**src/rtl/pio_bank_pkg.sv**
```systemverilog
package pio_bank_pkg;

   typedef enum logic [4:0] {
      RG_OWN_SET   = 5'd0,
      RG_OWN_CLR   = 5'd1,
      RG_OWN_STAT  = 5'd2,
      RG_DRV_EN    = 5'd3,
      RG_DRV_DIS   = 5'd4,
      RG_DRV_STAT  = 5'd5,
      RG_LVL_SET   = 5'd6,
      RG_LVL_CLR   = 5'd7,
      RG_LVL_STAT  = 5'd8,
      RG_PAD_STAT  = 5'd9,
      RG_PU_EN     = 5'd10,
      RG_PU_DIS    = 5'd11,
      RG_PU_STAT   = 5'd12,
      RG_SEL_A     = 5'd13,
      RG_SEL_B     = 5'd14,
      RG_SEL_STAT  = 5'd15,
      RG_IRQ_EN    = 5'd16,
      RG_IRQ_DIS   = 5'd17,
      RG_IRQ_MASK  = 5'd18,
      RG_CHG_STAT  = 5'd19
   } pio_reg_e;

   localparam int unsigned REG_IDX_W = 5;

endpackage

```
**src/rtl/pio_setclr_reg.sv**
```systemverilog
module pio_setclr_reg #(
   parameter int unsigned W = 32,
   parameter bit          RST_VAL = 1'b0
) (
   input  logic         clk,
   input  logic         rst,
   input  logic         set_en,
   input  logic         clr_en,
   input  logic [W-1:0] wmask,
   output logic [W-1:0] q
);

   generate
      if (W < 1) begin : g_bad_w
         $error("pio_setclr_reg: W must be at least 1");
      end
   endgenerate

   localparam logic [W-1:0] RST_WORD = {W{RST_VAL}};

   always_ff @(posedge clk) begin
      if (rst) begin
         q <= RST_WORD;
      end else if (set_en) begin
         q <= q | wmask;
      end else if (clr_en) begin
         q <= q & ~wmask;
      end
   end

   // written ones take effect, zeros leave bits alone
   p_set_bits_r2: assert property (@(posedge clk) disable iff (rst)
      (set_en && !clr_en) |=> ((q & $past(wmask)) == $past(wmask)));
   p_clr_bits_r2: assert property (@(posedge clk) disable iff (rst)
      (clr_en && !set_en) |=> ((q & $past(wmask)) == '0));
   p_keep_unwritten_r2: assert property (@(posedge clk) disable iff (rst)
      (set_en || clr_en) |=> ((q & ~$past(wmask)) == ($past(q) & ~$past(wmask))));
   p_idle_stable_r2: assert property (@(posedge clk) disable iff (rst)
      (!set_en && !clr_en) |=> $stable(q));

endmodule

```
**src/rtl/pio_in_sync.sv**
```systemverilog
module pio_in_sync #(
   parameter int unsigned W      = 32,
   parameter int unsigned STAGES = 2
) (
   input  logic         clk,
   input  logic         rst,
   input  logic [W-1:0] d,
   output logic [W-1:0] q
);

   generate
      if (STAGES < 2) begin : g_bad_stages
         $error("pio_in_sync: STAGES must be at least 2");
      end
   endgenerate

   logic [W-1:0] stg [STAGES];

   always_ff @(posedge clk) begin
      if (rst) begin
         for (int k = 0; k < int'(STAGES); k++) stg[k] <= '0;
      end else begin
         stg[0] <= d;
         for (int k = 1; k < int'(STAGES); k++) stg[k] <= stg[k-1];
      end
   end

   assign q = stg[STAGES-1];

endmodule

```
**src/rtl/pio_chg_irq.sv**
```systemverilog
module pio_chg_irq #(
   parameter int unsigned W = 32
) (
   input  logic         clk,
   input  logic         rst,
   input  logic [W-1:0] lvl,
   input  logic [W-1:0] mask,
   input  logic         rd_clr,
   output logic [W-1:0] stat,
   output logic         irq
);

   logic [W-1:0] lvl_prev;
   logic [W-1:0] chg_evt;
   logic [W-1:0] keep;

   assign chg_evt = lvl ^ lvl_prev;
   assign keep    = rd_clr ? '0 : stat;

   always_ff @(posedge clk) begin
      if (rst) begin
         lvl_prev <= '0;
         stat     <= '0;
      end else begin
         lvl_prev <= lvl;
         stat     <= keep | chg_evt;
      end
   end

   assign irq = |(stat & mask);

   // an edge is always captured
   p_edge_latched_r9: assert property (@(posedge clk) disable iff (rst)
      (chg_evt != '0) |=> ((stat & $past(chg_evt)) == $past(chg_evt)));
   // held bits survive unless read
   p_sticky_r9: assert property (@(posedge clk) disable iff (rst)
      !rd_clr |=> ((stat & $past(stat)) == $past(stat)));
   // read with no new edge leaves status empty
   p_clear_on_read_r11: assert property (@(posedge clk) disable iff (rst)
      (rd_clr && chg_evt == '0) |=> (stat == '0));
   // no interrupt without a mask bit
   p_irq_needs_mask_r10: assert property (@(posedge clk) disable iff (rst)
      irq |-> (mask != '0));

endmodule

```
**src/rtl/pio_pin_mux.sv**
```systemverilog
module pio_pin_mux #(
   parameter int unsigned W = 32
) (
   input  logic [W-1:0] own_pio,
   input  logic [W-1:0] sel_b,
   input  logic [W-1:0] lvl,
   input  logic [W-1:0] drv,
   input  logic [W-1:0] pa_out,
   input  logic [W-1:0] pa_oe,
   input  logic [W-1:0] pb_out,
   input  logic [W-1:0] pb_oe,
   output logic [W-1:0] pad_out,
   output logic [W-1:0] pad_oe
);

   generate
      for (genvar i = 0; i < int'(W); i++) begin : g_pin
         logic per_out;
         logic per_oe;
         assign per_out    = sel_b[i] ? pb_out[i] : pa_out[i];
         assign per_oe     = sel_b[i] ? pb_oe[i]  : pa_oe[i];
         assign pad_out[i] = own_pio[i] ? lvl[i] : per_out;
         assign pad_oe[i]  = own_pio[i] ? drv[i] : per_oe;
      end
   endgenerate

endmodule

```
**src/rtl/pio_bank.sv**
```systemverilog
module pio_bank
   import pio_bank_pkg::*;
#(
   parameter int unsigned NPIN        = 32,
   parameter int unsigned DW          = 32,
   parameter int unsigned ADDR_W      = 5,
   parameter int unsigned SYNC_STAGES = 2
) (
   input  logic              clk,
   input  logic              rst,
   input  logic              wr_en,
   input  logic              rd_en,
   input  logic [ADDR_W-1:0] addr,
   input  logic [DW-1:0]     wdata,
   output logic [DW-1:0]     rdata,
   input  logic [NPIN-1:0]   pad_in,
   output logic [NPIN-1:0]   pad_out,
   output logic [NPIN-1:0]   pad_oe,
   output logic [NPIN-1:0]   pad_pu,
   input  logic [NPIN-1:0]   pera_out,
   input  logic [NPIN-1:0]   pera_oe,
   input  logic [NPIN-1:0]   perb_out,
   input  logic [NPIN-1:0]   perb_oe,
   output logic              irq
);

   generate
      if (NPIN < 1 || NPIN > DW) begin : g_bad_npin
         $error("pio_bank: NPIN must be in 1..DW");
      end
      if (ADDR_W < REG_IDX_W) begin : g_bad_aw
         $error("pio_bank: ADDR_W too small for the register map");
      end
   endgenerate

   localparam logic [NPIN-1:0] ALL_ONES = {NPIN{1'b1}};

   logic [NPIN-1:0] wmask;
   logic [REG_IDX_W-1:0] ridx;
   logic            addr_hi_zero;
   assign wmask = wdata[NPIN-1:0];
   assign ridx  = addr[REG_IDX_W-1:0];

   generate
      if (ADDR_W > REG_IDX_W) begin : g_hi
         assign addr_hi_zero = (addr[ADDR_W-1:REG_IDX_W] == '0);
      end else begin : g_nohi
         assign addr_hi_zero = 1'b1;
      end
   endgenerate

   function automatic logic hit(input logic en, input logic ok,
                                input logic [REG_IDX_W-1:0] a, input pio_reg_e r);
      return en && ok && (a == r);
   endfunction

   logic [NPIN-1:0] own_q, drv_q, lvl_q, pu_q, selb_q, msk_q;
   logic [NPIN-1:0] pad_sync, chg_stat;
   logic            chg_rd;

   pio_setclr_reg #(.W(NPIN), .RST_VAL(1'b1)) u_own (
      .clk(clk), .rst(rst),
      .set_en(hit(wr_en, addr_hi_zero, ridx, RG_OWN_SET)),
      .clr_en(hit(wr_en, addr_hi_zero, ridx, RG_OWN_CLR)),
      .wmask(wmask), .q(own_q));

   pio_setclr_reg #(.W(NPIN), .RST_VAL(1'b0)) u_drv (
      .clk(clk), .rst(rst),
      .set_en(hit(wr_en, addr_hi_zero, ridx, RG_DRV_EN)),
      .clr_en(hit(wr_en, addr_hi_zero, ridx, RG_DRV_DIS)),
      .wmask(wmask), .q(drv_q));

   pio_setclr_reg #(.W(NPIN), .RST_VAL(1'b0)) u_lvl (
      .clk(clk), .rst(rst),
      .set_en(hit(wr_en, addr_hi_zero, ridx, RG_LVL_SET)),
      .clr_en(hit(wr_en, addr_hi_zero, ridx, RG_LVL_CLR)),
      .wmask(wmask), .q(lvl_q));

   pio_setclr_reg #(.W(NPIN), .RST_VAL(1'b1)) u_pu (
      .clk(clk), .rst(rst),
      .set_en(hit(wr_en, addr_hi_zero, ridx, RG_PU_EN)),
      .clr_en(hit(wr_en, addr_hi_zero, ridx, RG_PU_DIS)),
      .wmask(wmask), .q(pu_q));

   pio_setclr_reg #(.W(NPIN), .RST_VAL(1'b0)) u_sel (
      .clk(clk), .rst(rst),
      .set_en(hit(wr_en, addr_hi_zero, ridx, RG_SEL_B)),
      .clr_en(hit(wr_en, addr_hi_zero, ridx, RG_SEL_A)),
      .wmask(wmask), .q(selb_q));

   pio_setclr_reg #(.W(NPIN), .RST_VAL(1'b0)) u_msk (
      .clk(clk), .rst(rst),
      .set_en(hit(wr_en, addr_hi_zero, ridx, RG_IRQ_EN)),
      .clr_en(hit(wr_en, addr_hi_zero, ridx, RG_IRQ_DIS)),
      .wmask(wmask), .q(msk_q));

   pio_in_sync #(.W(NPIN), .STAGES(SYNC_STAGES)) u_sync (
      .clk(clk), .rst(rst), .d(pad_in), .q(pad_sync));

   assign chg_rd = hit(rd_en, addr_hi_zero, ridx, RG_CHG_STAT);

   pio_chg_irq #(.W(NPIN)) u_chg (
      .clk(clk), .rst(rst), .lvl(pad_sync), .mask(msk_q),
      .rd_clr(chg_rd), .stat(chg_stat), .irq(irq));

   pio_pin_mux #(.W(NPIN)) u_mux (
      .own_pio(own_q), .sel_b(selb_q), .lvl(lvl_q), .drv(drv_q),
      .pa_out(pera_out), .pa_oe(pera_oe), .pb_out(perb_out), .pb_oe(perb_oe),
      .pad_out(pad_out), .pad_oe(pad_oe));

   assign pad_pu = pu_q;

   logic [NPIN-1:0] rd_word;

   always_comb begin
      rd_word = '0;
      if (addr_hi_zero) begin
         case (ridx)
            RG_OWN_STAT: rd_word = own_q;
            RG_DRV_STAT: rd_word = drv_q;
            RG_LVL_STAT: rd_word = lvl_q;
            RG_PAD_STAT: rd_word = pad_sync;
            RG_PU_STAT:  rd_word = pu_q;
            RG_SEL_STAT: rd_word = selb_q;
            RG_IRQ_MASK: rd_word = msk_q;
            RG_CHG_STAT: rd_word = chg_stat;
            default:     rd_word = '0;
         endcase
      end
   end

   always_ff @(posedge clk) begin
      if (rst) begin
         rdata <= '0;
      end else if (rd_en) begin
         rdata <= DW'(rd_word);
      end
   end

   // read data holds between reads
   p_rd_hold_r12: assert property (@(posedge clk) disable iff (rst)
      !rd_en |=> $stable(rdata));
   // disable-all wipes the mask
   p_disable_all_r8: assert property (@(posedge clk) disable iff (rst)
      (hit(wr_en, addr_hi_zero, ridx, RG_IRQ_DIS) && wmask == ALL_ONES) |=> (msk_q == '0));
   // a read of the change word clears what it returned
   p_read_returns_r11: assert property (@(posedge clk) disable iff (rst)
      chg_rd |=> ((chg_stat & rdata[NPIN-1:0]) == '0 || $past(pad_sync ^ $past(pad_sync)) != '0));
   // controller-owned driven pin enables its pad
   p_pio_oe_r3: assert property (@(posedge clk) disable iff (rst)
      ((own_q & drv_q) != '0) |-> ((pad_oe & own_q & drv_q) == (own_q & drv_q)));

endmodule

```
**config.mk**
```make
export PLATFORM = sky130hd
export DESIGN_NAME = pio_bank
export DESIGN_NICKNAME = d
export VERILOG_FILES = /design/src/rtl/pio_bank_pkg.sv /design/src/rtl/pio_setclr_reg.sv /design/src/rtl/pio_in_sync.sv /design/src/rtl/pio_chg_irq.sv /design/src/rtl/pio_pin_mux.sv /design/src/rtl/pio_bank.sv
export SDC_FILE = /design/constraint.sdc
export NUM_CORES = 1
export LEC_CHECK = 0
export CORE_MARGIN = 2
export CORE_UTILIZATION = 52
export CTS_CLUSTER_DIAMETER = 200
export DETAILED_ROUTE_END_ITERATION = 16
export GPL_TIMING_DRIVEN = 0
export PLACE_DENSITY_LB_ADDON = 0.12
export SYNTH_ARGS = -nofsm -noshare
export SYNTH_HDL_FRONTEND = slang
export SYNTH_SLANG_ARGS = --single-unit
```
**constraint.sdc**
```tcl
create_clock -name clk -period 1.75 [get_ports clk]
set_input_delay 0.35 -clock clk [delete_from_list [all_inputs] [get_ports clk]]
set_output_delay 0.35 -clock clk [all_outputs]
set_load 0.02 [all_outputs]
```
==> results.cfg <==
[route]
drc = 0
routedWlPerCell_um = 25.62
initialDrtViolationCount = 2511
via_count = 17107
ant_nets = 0
total_routed_length_mm = 67.55
drt-vias-per-instance = 6.490
dr.pass1.iters = 5

[yosys]
yosys-top-cells-area = sky130_fd_sc_hd__dfxtp_1, sky130_fd_sc_hd__a21oi_1, sky130_fd_sc_hd__o21ai_0
synth.yosys.seq_area_share_pct = 43.96
yosys.area_share.simple_pct = 19.97
synth_enable_flop_cells = 0
post_synth_fa_ha_maj_area_fraction_pct = 0
synth_area_um2 = 16030
ys_warn_count = 0
xor_xnor_share_of_the_synthesized_area_pct = 1.803
postSynth.asyncResetShare_pct = 0
synth_top_family_by_area = compound AO/OA/AOI/OAI gates
area_leader_netlist = sky130_fd_sc_hd__dfxtp_1
synth_cells = 1863
synth_cell_types = 44
yosys-mux-area-fraction_pct = 4.067
synth_seq_cells = 352
syn_area_per_cell_um2 = 8.605
synth.most_common_cell = sky130_fd_sc_hd__dfxtp_1
post_synthesis_net_count = 2064
synth_flop_cell = sky130_fd_sc_hd__dfxtp_1
synth-compound-area-share_pct = 23.62
yosys.area.top_type_share_pct = 43.96
post_synth_most_frequent_cells = sky130_fd_sc_hd__dfxtp_1, sky130_fd_sc_hd__nand2_1, sky130_fd_sc_hd__a21oi_1, sky130_fd_sc_hd__o21ai_0, sky130_fd_sc_hd__and3_1

[cts]
tritoncts_clock_tree = done
clkSinkCount = 352
clock_latency_ns = 0.55
clk_transition_reported_paths_ns = 0.07
cts_root_buf = sky130_fd_sc_hd__clkbuf_16
ctsHtreeMaxLevel = 2
max-clock-path-buffers = 3
cts_made_buffers = 39

[setup_path]
critical-path-max-stage-delay_ns = 0.57
critPathArrivalTime_ns = 2.06
cp_cell_sequence = a22oi_2, nand4_1, or4_4, buf_6
element_type_at_the_critical_path_start = flip-flop
critPathCaptureType = output port
timing.setup.critical_path_class = flip-flop to output port
setup.worst_path.start = u_chg.stat[12]$_SDFF_PP0_
cp_slowest_cell = sky130_fd_sc_hd__or4_4
cp_data_required_time_ns = 1.40
cp_max_fo = 3

[power_and_ir_drop]
worst_ir_drop_vdd_uv = 845.0
totalPowerFinal_w = 0.01953
p_leak_nw = 8.508
power-per-cell-area_nw_per_um2 = 917.7

[min_path]
hold_path.class = input pin to flip-flop
min_from = wdata[29]

[timing]
final_min_period_over_clock_period_pct = 137.7
hold_ws_ns = 0.01642
normalized_max_slew_margin_pct = 50.19
report.final.hold_viol_count = 0
timing_max_transition_violations_final = 0
worst_slack_ns = -0.6595
fmax_ghz = 0.4150
worst_margin_slew_ns = 0.7472
post_layout_min_period_ns = 2.410
finalSetupViolations = 10
unrepaired_setup_endpoints_after_global_routing = yes
timing.setup.tns_ns = -0.8498
final.setup_skew_ns = 0.01669

[floorplan]
die_width_um = 179.6
fp-row-count = 64
floorplan.initialDensity_pct = 52.54
chipHeight_um = 179.6
placeableCoreArea_um2 = 30510
die_area_um2 = 32250
boundaryPins = 330

[layout]
design.final.nets = 2410
finish.utilization_pct = 69.77
final_cells = 2636
drive_above_1_share_pct = 18.36
area_growth_pct = 32.79

[job]
max_cap_viol_count = 0

[placement]
dpl.hpwl_mm = 48.61
numPlacedInstances = 2555
place.gp.congestion = 1.015
buffer_ports.inserted = 296

[grt]
first_global_vias = 15990
antenna_violations_before_repair = 3
overflow = 0
pin_count_of_the_biggest_net_entering_global_routing = 16
track_usage_pct = 39.70
first_pass_grt_wire_length_mm = 98.68

[status]
violated_checks = setup timing
run_status = complete, but fails checks
-- cell type report --
class,instances,area (µm²)
Clock buffer,50,1089
Fill cell,2464,9223
Multi-Input combinational cell,1295,8250
Clock inverter,20,350.3
Timing Repair Buffer,309,2670
Antenna cell,2,5.005
Tap cell,396,495.5
Inverter,34,127.6
Buffer,178,1115
Sequential cell,352,7184
-- worst max-delay path: cells and delay by family (launching register included) --
family | cells | cell delay [ns]
AND/OR/NAND/NOR | 2 | 0.69
buffers and inverters | 1 | 0.16
AO/OA/AOI/OAI | 1 | 0.29
flip-flops | 1 | 0.38
-- worst paths after layout --
path / cells past startpoint / end / slack, ns
worst max-delay path: 4 / irq / -0.66
worst min-delay path: 2 / flip-flop / 0.02
worst max register to register: 4 / rdata[19]$_SDFFE_PP0P_ / 0.28
worst min register to register: 1 / u_sync.stg[0][63]$_SDFF_PP0_ / 0.43
-- kinds of logic (layout without fill, tap and decap cells) --
group	Yosys count	count (layout)
AO/OA/AOI/OAI	597	597
multiplexers	65	65
AND/OR/NAND/NOR	600	600
other	0	2
XOR/XNOR	33	33
flip-flops	352	352
buffers and inverters	216	591
-- per-stage QoR --
stage / worst slack (ns) / area [µm²]
2_1_floorplan: 0.1339 / 16030
3_3_place_gp: -1.754 / 19490
3_5_place_dp: -1.769 / 19490
4_1_cts: -0.5867 / 20970
5_1_grt: -0.6598 / 21280
6_report: -0.6595 / 21290
-- routing by layer --
layer  wire, µm  share of wire, %  global-route usage (%)  up-vias
met5          7             0.010                       0        -
met3       9269                14                   11.45      263
met1      25600                38                   51.98     8028
met4       2949               4.4                   17.46        2
li1           -                 -                       -     7449
met2      29720                44                   61.06     1365
-- where the power goes --
group / internal, W / switching, W / leakage, nW
combinational: 0.000807 / 0.00108 / 4.92
clock: 0.00575 / 0.00349 / 0.706
sequential: 0.00818 / 0.000227 / 2.89
-- cells in the final DEF (no fill, tap or decap), drive strengths merged, types with 64 or more instances in the layout --
cell type      instances
dfxtp                352
nand2                193
a21oi                189
clkdlybuf4s50        160
o21ai                160
clkbuf               159
buf                  148
and3                 114
nor2b                100
nand3                 70
dlygate4sd2           66
mux2i                 64
-- timing repair --
item | CTS | global route
buffers inserted | 7 | 6
hold buffers | 0 | 0
pin swaps | 7 | 1
setup endpoints to repair | 385 | 212
gates resized for setup | 584 | 157
Note: power is estimated with default switching activity, not from simulation.
